[src/rtl/isq_pkg.sv]
// Package: shared widths and status-word-2 bit positions for the
// interrupt status queue controller. Assumes a 12-bit status word 2.
package isq_pkg;
    localparam int S2W        = 12;
    localparam int N_HALF     = 4;
    localparam int N_USER     = 4;
    localparam int S2_CHAIN   = 0;
    localparam int S2_HALF_LO = 1;
    localparam int S2_USER_LO = S2_HALF_LO + N_HALF;
    localparam int S2_QROLL   = S2_USER_LO + N_USER;
    localparam int S2_QHALF   = S2_QROLL + 1;
    localparam int S2_PARERR  = S2_QHALF + 1;

    // Filter decision: bit 0 admits valid messages, bit 1 admits invalid ones.
    function automatic logic filter_pass(input logic vld, input logic [1:0] sel);
        return vld ? sel[0] : sel[1];
    endfunction
endpackage

[src/rtl/isq_stat_reg.sv]
// Sticky status register with its mask register.
// Set pulses win over write-one-to-clear in the same cycle.
// pend_o is the OR of the set and enabled bits. Assumes single-cycle set pulses.
module isq_stat_reg #(
    parameter int W = 8
) (
    input  logic         clk,
    input  logic         rst_n,
    input  logic         mask_we_i,
    input  logic [W-1:0] mask_wd_i,
    input  logic [W-1:0] set_i,
    input  logic [W-1:0] clr_i,
    output logic [W-1:0] stat_o,
    output logic [W-1:0] mask_o,
    output logic         pend_o
);
    logic [W-1:0] stat_q;
    logic [W-1:0] mask_q;

    // Status bits: clear by write-one, set by event, set has priority.
    always_ff @(posedge clk) begin
        if (!rst_n) stat_q <= '0;
        else        stat_q <= (stat_q & ~clr_i) | set_i;
    end

    // Mask register: loaded by host write strobe.
    always_ff @(posedge clk) begin
        if (!rst_n)         mask_q <= '0;
        else if (mask_we_i) mask_q <= mask_wd_i;
    end

    // Pending summary of enabled status bits.
    always_comb pend_o = |(stat_q & mask_q);

    assign stat_o = stat_q;
    assign mask_o = mask_q;
endmodule

[src/rtl/isq_filter.sv]
// Decides whether this cycle produces a queue entry and builds it.
// Parity-error entries take priority over message entries.
// Purely combinational; assumes events are one-cycle pulses.
module isq_filter #(
    parameter int S1W = 14,
    parameter int PW  = 16,
    localparam int EW = S1W + 2
) (
    input  logic           log_mode_i,
    input  logic [1:0]     filt_sel_i,
    input  logic [S1W-1:0] evt_i,
    input  logic [S1W-1:0] mask_i,
    input  logic           vld_i,
    input  logic [PW-1:0]  ptr_i,
    input  logic           par_err_i,
    input  logic [PW-1:0]  par_addr_i,
    output logic           wr_o,
    output logic [EW-1:0]  ev_word_o,
    output logic [PW-1:0]  par_word_o
);
    import isq_pkg::*;

    logic [S1W-1:0] hit;
    logic           msg_ok;
    logic           par_ok;

    // Entry selection and formatting.
    always_comb begin
        hit    = evt_i & mask_i;
        msg_ok = log_mode_i & (|hit) & filter_pass(vld_i, filt_sel_i);
        par_ok = log_mode_i & par_err_i;
        if (par_ok) begin
            ev_word_o  = {1'b1, 1'b0, {S1W{1'b0}}};
            par_word_o = par_addr_i;
        end else begin
            ev_word_o  = {1'b0, vld_i, hit};
            par_word_o = ptr_i;
        end
        wr_o = par_ok | msg_ok;
    end
endmodule

[src/rtl/isq_ring.sv]
// Circular entry store. Overwrites the oldest entry when full, and
// pulses half_o / wrap_o on writes into the middle and last slots.
// Assumes DEPTH is a power of two of at least 2.
module isq_ring #(
    parameter int DEPTH = 16,
    parameter int DW    = 32,
    localparam int AW   = $clog2(DEPTH),
    localparam int CW   = AW + 1
) (
    input  logic          clk,
    input  logic          rst_n,
    input  logic          wr_i,
    input  logic [DW-1:0] wd_i,
    input  logic          rd_i,
    output logic [DW-1:0] head_o,
    output logic [CW-1:0] count_o,
    output logic          empty_o,
    output logic          half_o,
    output logic          wrap_o
);
    logic [DW-1:0] mem [DEPTH];
    logic [AW-1:0] wp_q;
    logic [AW-1:0] rp_q;
    logic [CW-1:0] cnt_q;
    logic          full;
    logic          do_pop;

    // Occupancy flags and accepted pop.
    always_comb begin
        full    = (cnt_q == CW'(DEPTH));
        empty_o = (cnt_q == '0);
        do_pop  = rd_i & ~empty_o;
        half_o  = wr_i & (wp_q == AW'(DEPTH / 2 - 1));
        wrap_o  = wr_i & (wp_q == AW'(DEPTH - 1));
    end

    // Entry storage write.
    always_ff @(posedge clk) begin
        if (wr_i) mem[wp_q] <= wd_i;
    end

    // Pointer and count update; a full write pushes the read pointer on.
    always_ff @(posedge clk) begin
        if (!rst_n) begin
            wp_q  <= '0;
            rp_q  <= '0;
            cnt_q <= '0;
        end else begin
            if (wr_i) wp_q <= wp_q + 1'b1;
            if (do_pop || (wr_i && full)) rp_q <= rp_q + 1'b1;
            if (wr_i && !full && !do_pop) cnt_q <= cnt_q + 1'b1;
            else if (!wr_i && do_pop)     cnt_q <= cnt_q - 1'b1;
        end
    end

    assign head_o  = mem[rp_q];
    assign count_o = cnt_q;
endmodule

[src/rtl/isq_irq_ctrl.sv]
// Top: two chained status/mask pairs plus the filtered interrupt log.
// Status word 2 bit 0 is a live summary of enabled status-1 bits.
// Assumes all event inputs are single-cycle pulses.
module isq_irq_ctrl #(
    parameter int S1W = 14,
    parameter int PW  = 16,
    parameter int QD  = 16,
    localparam int CW = $clog2(QD) + 1
) (
    input  logic                  clk,
    input  logic                  rst_n,
    input  logic                  log_mode_i,
    input  logic [1:0]            filt_sel_i,
    input  logic [S1W-1:0]        evt1_i,
    input  logic                  msg_vld_i,
    input  logic [PW-1:0]         msg_ptr_i,
    input  logic                  par_err_i,
    input  logic [PW-1:0]         par_addr_i,
    input  logic [3:0]            half_i,
    input  logic [3:0]            user_i,
    input  logic                  mask1_we_i,
    input  logic [S1W-1:0]        mask1_wd_i,
    input  logic                  mask2_we_i,
    input  logic [11:0]           mask2_wd_i,
    input  logic [S1W-1:0]        clr1_i,
    input  logic [11:0]           clr2_i,
    input  logic                  q_rd_i,
    output logic                  irq_o,
    output logic [S1W-1:0]        stat1_o,
    output logic [11:0]           stat2_o,
    output logic [S1W+1:0]        q_ev_o,
    output logic [PW-1:0]         q_par_o,
    output logic                  q_empty_o,
    output logic [CW-1:0]         q_count_o
);
    import isq_pkg::*;

    localparam int EW = S1W + 2;
    localparam int DW = EW + PW;

    logic [S1W-1:0] mask1;
    logic           pend1;
    logic [S2W-1:0] set2;
    logic [S2W-1:0] stat2_q;
    logic [S2W-1:0] mask2;
    logic           pend2;
    logic           q_wr;
    logic [EW-1:0]  q_ev_w;
    logic [PW-1:0]  q_par_w;
    logic [DW-1:0]  head;
    logic           q_half;
    logic           q_wrap;

    isq_stat_reg #(.W(S1W)) u_stat1 (
        .clk       (clk),
        .rst_n     (rst_n),
        .mask_we_i (mask1_we_i),
        .mask_wd_i (mask1_wd_i),
        .set_i     (evt1_i),
        .clr_i     (clr1_i),
        .stat_o    (stat1_o),
        .mask_o    (mask1),
        .pend_o    (pend1)
    );

    // Status word 2 set sources; bit 0 is never stored.
    always_comb begin
        set2                                = '0;
        set2[S2_HALF_LO +: N_HALF]          = half_i;
        set2[S2_USER_LO +: N_USER]          = user_i;
        set2[S2_QROLL]                      = q_wrap;
        set2[S2_QHALF]                      = q_half;
        set2[S2_PARERR]                     = par_err_i;
    end

    isq_stat_reg #(.W(S2W)) u_stat2 (
        .clk       (clk),
        .rst_n     (rst_n),
        .mask_we_i (mask2_we_i),
        .mask_wd_i (mask2_wd_i),
        .set_i     (set2),
        .clr_i     (clr2_i),
        .stat_o    (stat2_q),
        .mask_o    (mask2),
        .pend_o    (pend2)
    );

    isq_filter #(.S1W(S1W), .PW(PW)) u_filt (
        .log_mode_i (log_mode_i),
        .filt_sel_i (filt_sel_i),
        .evt_i      (evt1_i),
        .mask_i     (mask1),
        .vld_i      (msg_vld_i),
        .ptr_i      (msg_ptr_i),
        .par_err_i  (par_err_i),
        .par_addr_i (par_addr_i),
        .wr_o       (q_wr),
        .ev_word_o  (q_ev_w),
        .par_word_o (q_par_w)
    );

    isq_ring #(.DEPTH(QD), .DW(DW)) u_ring (
        .clk     (clk),
        .rst_n   (rst_n),
        .wr_i    (q_wr),
        .wd_i    ({q_ev_w, q_par_w}),
        .rd_i    (q_rd_i),
        .head_o  (head),
        .count_o (q_count_o),
        .empty_o (q_empty_o),
        .half_o  (q_half),
        .wrap_o  (q_wrap)
    );

    // Chain bit insertion and host interrupt.
    always_comb begin
        stat2_o           = stat2_q;
        stat2_o[S2_CHAIN] = pend1;
        irq_o             = pend2 | (pend1 & mask2[S2_CHAIN]);
        q_ev_o            = head[PW +: EW];
        q_par_o           = head[PW-1:0];
    end
endmodule

[config.mk]
export PLATFORM = sky130hd
export DESIGN_NAME = isq_irq_ctrl
export DESIGN_NICKNAME = d
export VERILOG_FILES = /design/src/rtl/isq_pkg.sv /design/src/rtl/isq_stat_reg.sv /design/src/rtl/isq_filter.sv /design/src/rtl/isq_ring.sv /design/src/rtl/isq_irq_ctrl.sv
export SDC_FILE = /design/constraint.sdc
export NUM_CORES = 1
export LEC_CHECK = 0
export BUFFER_PORTS_ARGS = -buffer_cell sky130_fd_sc_hd__buf_2
export CAP_MARGIN = 10
export CELL_PAD_IN_SITES_DETAIL_PLACEMENT = 0
export CELL_PAD_IN_SITES_GLOBAL_PLACEMENT = 2
export CORE_MARGIN = 3
export CORE_UTILIZATION = 42
export DETAILED_ROUTE_END_ITERATION = 16
export HOLD_SLACK_MARGIN = 0.03
export PLACE_DENSITY_LB_ADDON = 0.1
export SETUP_SLACK_MARGIN = 0.1
export SYNTH_ARGS = -nofsm -noshare
export SYNTH_HDL_FRONTEND = slang
export SYNTH_SLANG_ARGS = --single-unit
[constraint.sdc]
create_clock -name clk -period 4.2 [get_ports clk]
set_clock_uncertainty 0.1 [all_clocks]
set_input_delay 1.05 -clock clk [delete_from_list [all_inputs] [get_ports clk]]
set_output_delay 1.05 -clock clk [all_outputs]
set_load 0.01 [all_outputs]
# After elaboration in Yosys (flattened, before gate mapping)
# Memory sizes are Yosys's and may differ from the RTL's. A register that Yosys moved wholly into a read port is not among the register bits.
# Index checks and enable logic that the tools add are counted.
# classes
addsub	4
multipliers	0
div	0
magnitude_cmp	0
eq_ne	3
shift	0
mux	9
bitwise	19
reduce_logical	13
# ops
cell	n
$and 14x14->14	3
$mux 16	2
$reduce_or 14->1	2
$and 12x12->12	2
$not 14->14	1
$or 14x14->14	1
$not 12->12	1
$or 12x12->12	1
$reduce_or 12->1	1
$mux 5	2
$add 4x1->4 const B	2
$mux 4	2
$and 1x1->1	7
$add 5x1->5 const B	1
$eq 5x5->1 const B	1
$logic_not 5->1	1
$sub 5x1->5 const B	1
$eq 4x3->1 const B	1
$eq 4x4->1 const B	1
$logic_and 1x1->1	4
$logic_not 1->1	3
$mux 1	3
$or 1x1->1	2
$reduce_bool 2->1	1
2 further kinds	2
# word_totals
reg_bits	65
latch_bits	0
ramBits	512
mem_bits_ro	0
input_bits	116
out_inout_bits	65
n_memories	1
# memory_table
name	depth	width	rd	rd_clocked_by_memory_dff	write_ports	line_no	source
u_ring.mem	16	32	1	1	1	isq_ring.sv:21	logic [DW-1:0] mem [DEPTH];

# Longest topological paths before layout
# logic_depth
depth_word	9
ltp_mapped	13
mapped_depth_nobuf	11

# Modules after synthesis
# A second synthesis with hierarchy kept.
# hier_totals
cells_unflattened	1179
area_unflattened_um2	22564.1
# by_module_without_submodules
module	instances	cells_each	area_per_inst_um2
isq_ring	1	909	20145.6
isq_stat_reg at u_stat1	1	98	1101.1
isq_stat_reg at u_stat2	1	82	918.4
isq_filter	1	87	380.4
isq_irq_ctrl	1	3	18.8

# Worst setup path after synthesis
# No wires, ideal clock.
# synth_path
path_kind	input to register
startpoint	input msg_vld_i
endpoint	memory u_ring.mem[3][0] (enable)
arrival_ns	3.791
setup_slack_ns	-0.152
path_stages	4
path_buffers	0
path_cell_list	mux2_2 > o21a_1 > o211ai_1 > nor3_1
# synth_between
elab_chain_len	5
# synth_lines
item	line_no	source
from (decl)	isq_irq_ctrl.sv:15	input logic msg_vld_i,
$mux 1	isq_pkg.sv:16	return vld ? sel[0] : sel[1];
$and 1x1->1	isq_filter.sv:30	msg_ok = log_mode_i & (|hit) & filter_pass(vld_i, filt_sel_i);
$or 1x1->1	isq_filter.sv:39	wr_o = par_ok | msg_ok;
$mux 1	isq_ring.sv:39	if (wr_i) mem[wp_q] <= wd_i;
$mux 1 (not written as such)	isq_ring.sv:39	
to (decl)	isq_ring.sv:21	
# Every way passes these cells.

==> impl_metrics.yaml <==
status:
  status: "completed"
grt:
  overflow: 0
  grt_usage: 0.186
  grt_pass1_vias: 11700
  grt_pass1_wl_mm: 77.3
  antenna_found_initial: 3
  grt_max_degree: 56
setup_path:
  reg2reg_depth: 9
  worstPathArrival_ps: 2670
  crit_type: "flip-flop to output port"
  r2r_slack_ps: 1370
  cp.required_ps: 3050
  endpoint: "q_par_o[3]"
  timing.rr.start: "u_ring.count_o[0]"
  start_kind: "flip-flop"
  crit_path_max_fanout: 24
  r2r-end: "u_ring.count_o[4]"
  cp-end-kind: "output port"
run:
  cap_violations: 0
yosys:
  yosysTopAreaCellShare: 0.681
  yosysWarningCount: 0
  yosysSeqAreaShare: 0.743
  synth_flop_cell: "edfxtp_1"
  synth_common_cells: "edfxtp_1 (512), mux4_2 (160), dfxtp_1 (69)"
  avgSynthCellArea_sq_um: 20.6
  netlist_instances: 1096
  synth_most_common_cell: "edfxtp_1"
  ys_top_cells_by_area: "edfxtp_1 (68%), mux4_2 (16%), dfxtp_1 (6.1%)"
  ys_types: 44
  synth_edf_count: 512
  synth_nets: 1221
  synth-seq-cells: 581
  synthArstFlopShare: 0
  yosysTopAreaCell: "edfxtp_1"
  netlist_area_sq_um: 22600
cts:
  clock_latency_ps: 620
  cts_buffers: 58
  cts.sinks: 581
  clockBufferDepth: 3
  hold_buffers: 0
  root_buffer: "clkbuf_16"
  htree_levels: 2
  cts_tree: "yes"
  clk_pin_slew_ps: 60
route:
  ant_nets: 0
  vias_per_cell: 5.43
  post_drt_wl_per_cell_microns: 25.2
  remaining_drc_errors: 0
  drt_iter0_markers: 957
  first_pass_iters: 5
  num_vias: 11100
  wl_mm: 51.7
timing:
  slew_headroom: 0.350
  worst_pin_slew_ps: 973
  fmax_ghz: 0.261
  drv_slew: 0
  hold_violations: 0
  fin_ws_ps: 375
  tns_ps: 0
  setup_viol: 0
  post-route-period-util: 0.911
  rsz0062_at_grt: "false"
  fin_crit_ps: 3820
pwr:
  irDropWorstVdd_mv: 0.301
  comb_power_share: 0.201
  switching_share: 0.248
  power.density_nw_per_um2: 548
  switchingPower_mw: 3.61
  pwr-share-clk: 0.350
  leakagePower_nw: 9.02
  seqPwrFrac: 0.449
  internal_power_mw: 10.9
place:
  gp_congestion: 0.815
  place.port_buffers: 180
  hpwl_mm: 30.1
  dp_slack_ps: 483
floorplan:
  rows: 84
  dieArea_sq_um: 56500
  start_util: 0.427
  fp.dieW_microns: 238
  io-pin-count: 181
  fp.dieH_microns: 238
  coreArea_sq_um: 52900
finish:
  fin_nets: 1443
  n_fill_cell: 4327
  drive_above_1_share: 0.372
  syn_to_final_growth_pct: 17.7
  diodes: 0
hold_path:
  hold_class: "flip-flop to flip-flop"
  hp-start: "u_stat2.stat_o[0]"
-- final cells by class --
cell class	instances	area (sq um)	area share
inverters	31	116	0.00438
clock buffers	72	1580	0.0593
multi-input cells	423	5420	0.204
clock inverters	33	299	0.0113
repair buffers	223	1520	0.0571
flip-flops and latches	581	16800	0.631
well taps	688	861	0.0324
-- metal layers --
metal  vias to the layer above  share of wire  GRT usage  wire length [microns]
met2                       328           0.48      0.301                  25000
li1                       4922              -          -                      -
met1                      5806           0.44      0.263                  22800
met5                         -        0.00066          0                     34
met3                        70          0.059     0.0420                   3070
met4                         6          0.016     0.0387                    810
-- layout by cell type, fill, tap and decap left out, drive strengths merged, types with 2 or more instances in the layout --
cell / netlist / final
dfxtp: 69 / 69
nand4: 4 / 4
clkinv: 0 / 24
o211ai: 2 / 2
nor2b: 7 / 7
edfxtp: 512 / 512
xor2: 2 / 2
o21ai: 2 / 2
and2: 2 / 2
mux4: 160 / 160
ha: 8 / 8
xnor2: 3 / 3
nand3: 2 / 2
bufinv: 0 / 5
a21oi: 27 / 27
clkbuf: 30 / 72
a221oi: 2 / 2
inv: 31 / 33
and3: 27 / 27
o21a: 4 / 4
a211oi: 2 / 2
clkinvlp: 0 / 2
nor2: 57 / 57
a22oi: 15 / 15
mux2i: 37 / 37
buf: 31 / 223
mux2: 19 / 19
nand2b: 5 / 5
nand2: 22 / 22
nor3b: 3 / 3
-- repair_timing --
action / 4_1_cts / 5_1_grt
hold endpoints to repair: 0 / 0
gates resized for setup: 1 / 0
buffers inserted: 0 / 6
endpoints found under the setup margin: 4 / 1
-- worst min path at each step --
stage / end / depth (start not counted) / slack (ps)
3_5_place_dp: u_stat2.stat_o[0] / 1 / 370
6_report: u_stat2.stat_o[0] / 1 / 380
3_3_place_gp: flip-flop / 2 / 360
5_1_grt: u_stat2.stat_o[0] / 1 / 390
4_1_cts: u_stat2.stat_o[0] / 1 / 380
2_1_floorplan: flip-flop / 2 / 350
-- sequential cells by signal, indices dropped and copies added (netlist names), named ones only --
register / flops
u_stat2.mask_o: 12
u_ring.rp_q: 4
u_ring.wp_q: 4
u_stat1.stat_o: 14
u_stat1.mask_o: 14
u_stat2.stat_o: 12
u_ring.mem: 512
u_ring.count_o: 5
-- worst max-delay path, stage by stage (launching register included) --
cell     delay, ps
dfxtp_4        380
buf_12         160
buf_12         230
mux4_2         580
mux4_2         510
buf_2          160
-- stage by stage --
| step | utilization | area [sq um] | hold WS [ps] | std cells | total power [mW] |
|---|---|---|---|---|---|
| 3_5_place_dp | 0.465 | 24600 | 371 | 1940 | 9.59 |
| 2_1_floorplan | - | 22600 | 345 | 1096 | 8.68 |
| 6_report | 0.502 | 26600 | 377 | 2051 | 14.6 |
| 4_1_cts | 0.501 | 26500 | 380 | 2045 | 14.7 |
| 3_3_place_gp | 0.465 | 24600 | 359 | 1940 | 9.59 |
| 5_1_grt | 0.502 | 26600 | 393 | 2051 | 15.2 |
-- cells by family after synthesis --
group           after synthesis  share of synthesized area
compound gates               61                     0.0174
xor+xnor                      5                    0.00194
fa+ha+maj                     9                    0.00532
buf+inv                      92                     0.0187
flops                       581                      0.743
mux                         216                      0.186
simple gates                132                     0.0281
-- power groups by stage --
stage | registers, mW | clock network, mW | logic (mW)
2_1_floorplan | 6.60 | 0 | 2.08
6_report | 6.54 | 5.09 | 2.92
4_1_cts | 6.59 | 5.23 | 2.89
3_3_place_gp | 6.71 | 0 | 2.88
5_1_grt | 6.55 | 5.47 | 3.17
3_5_place_dp | 6.71 | 0 | 2.88
Note: power is estimated with default switching activity, not from simulation.
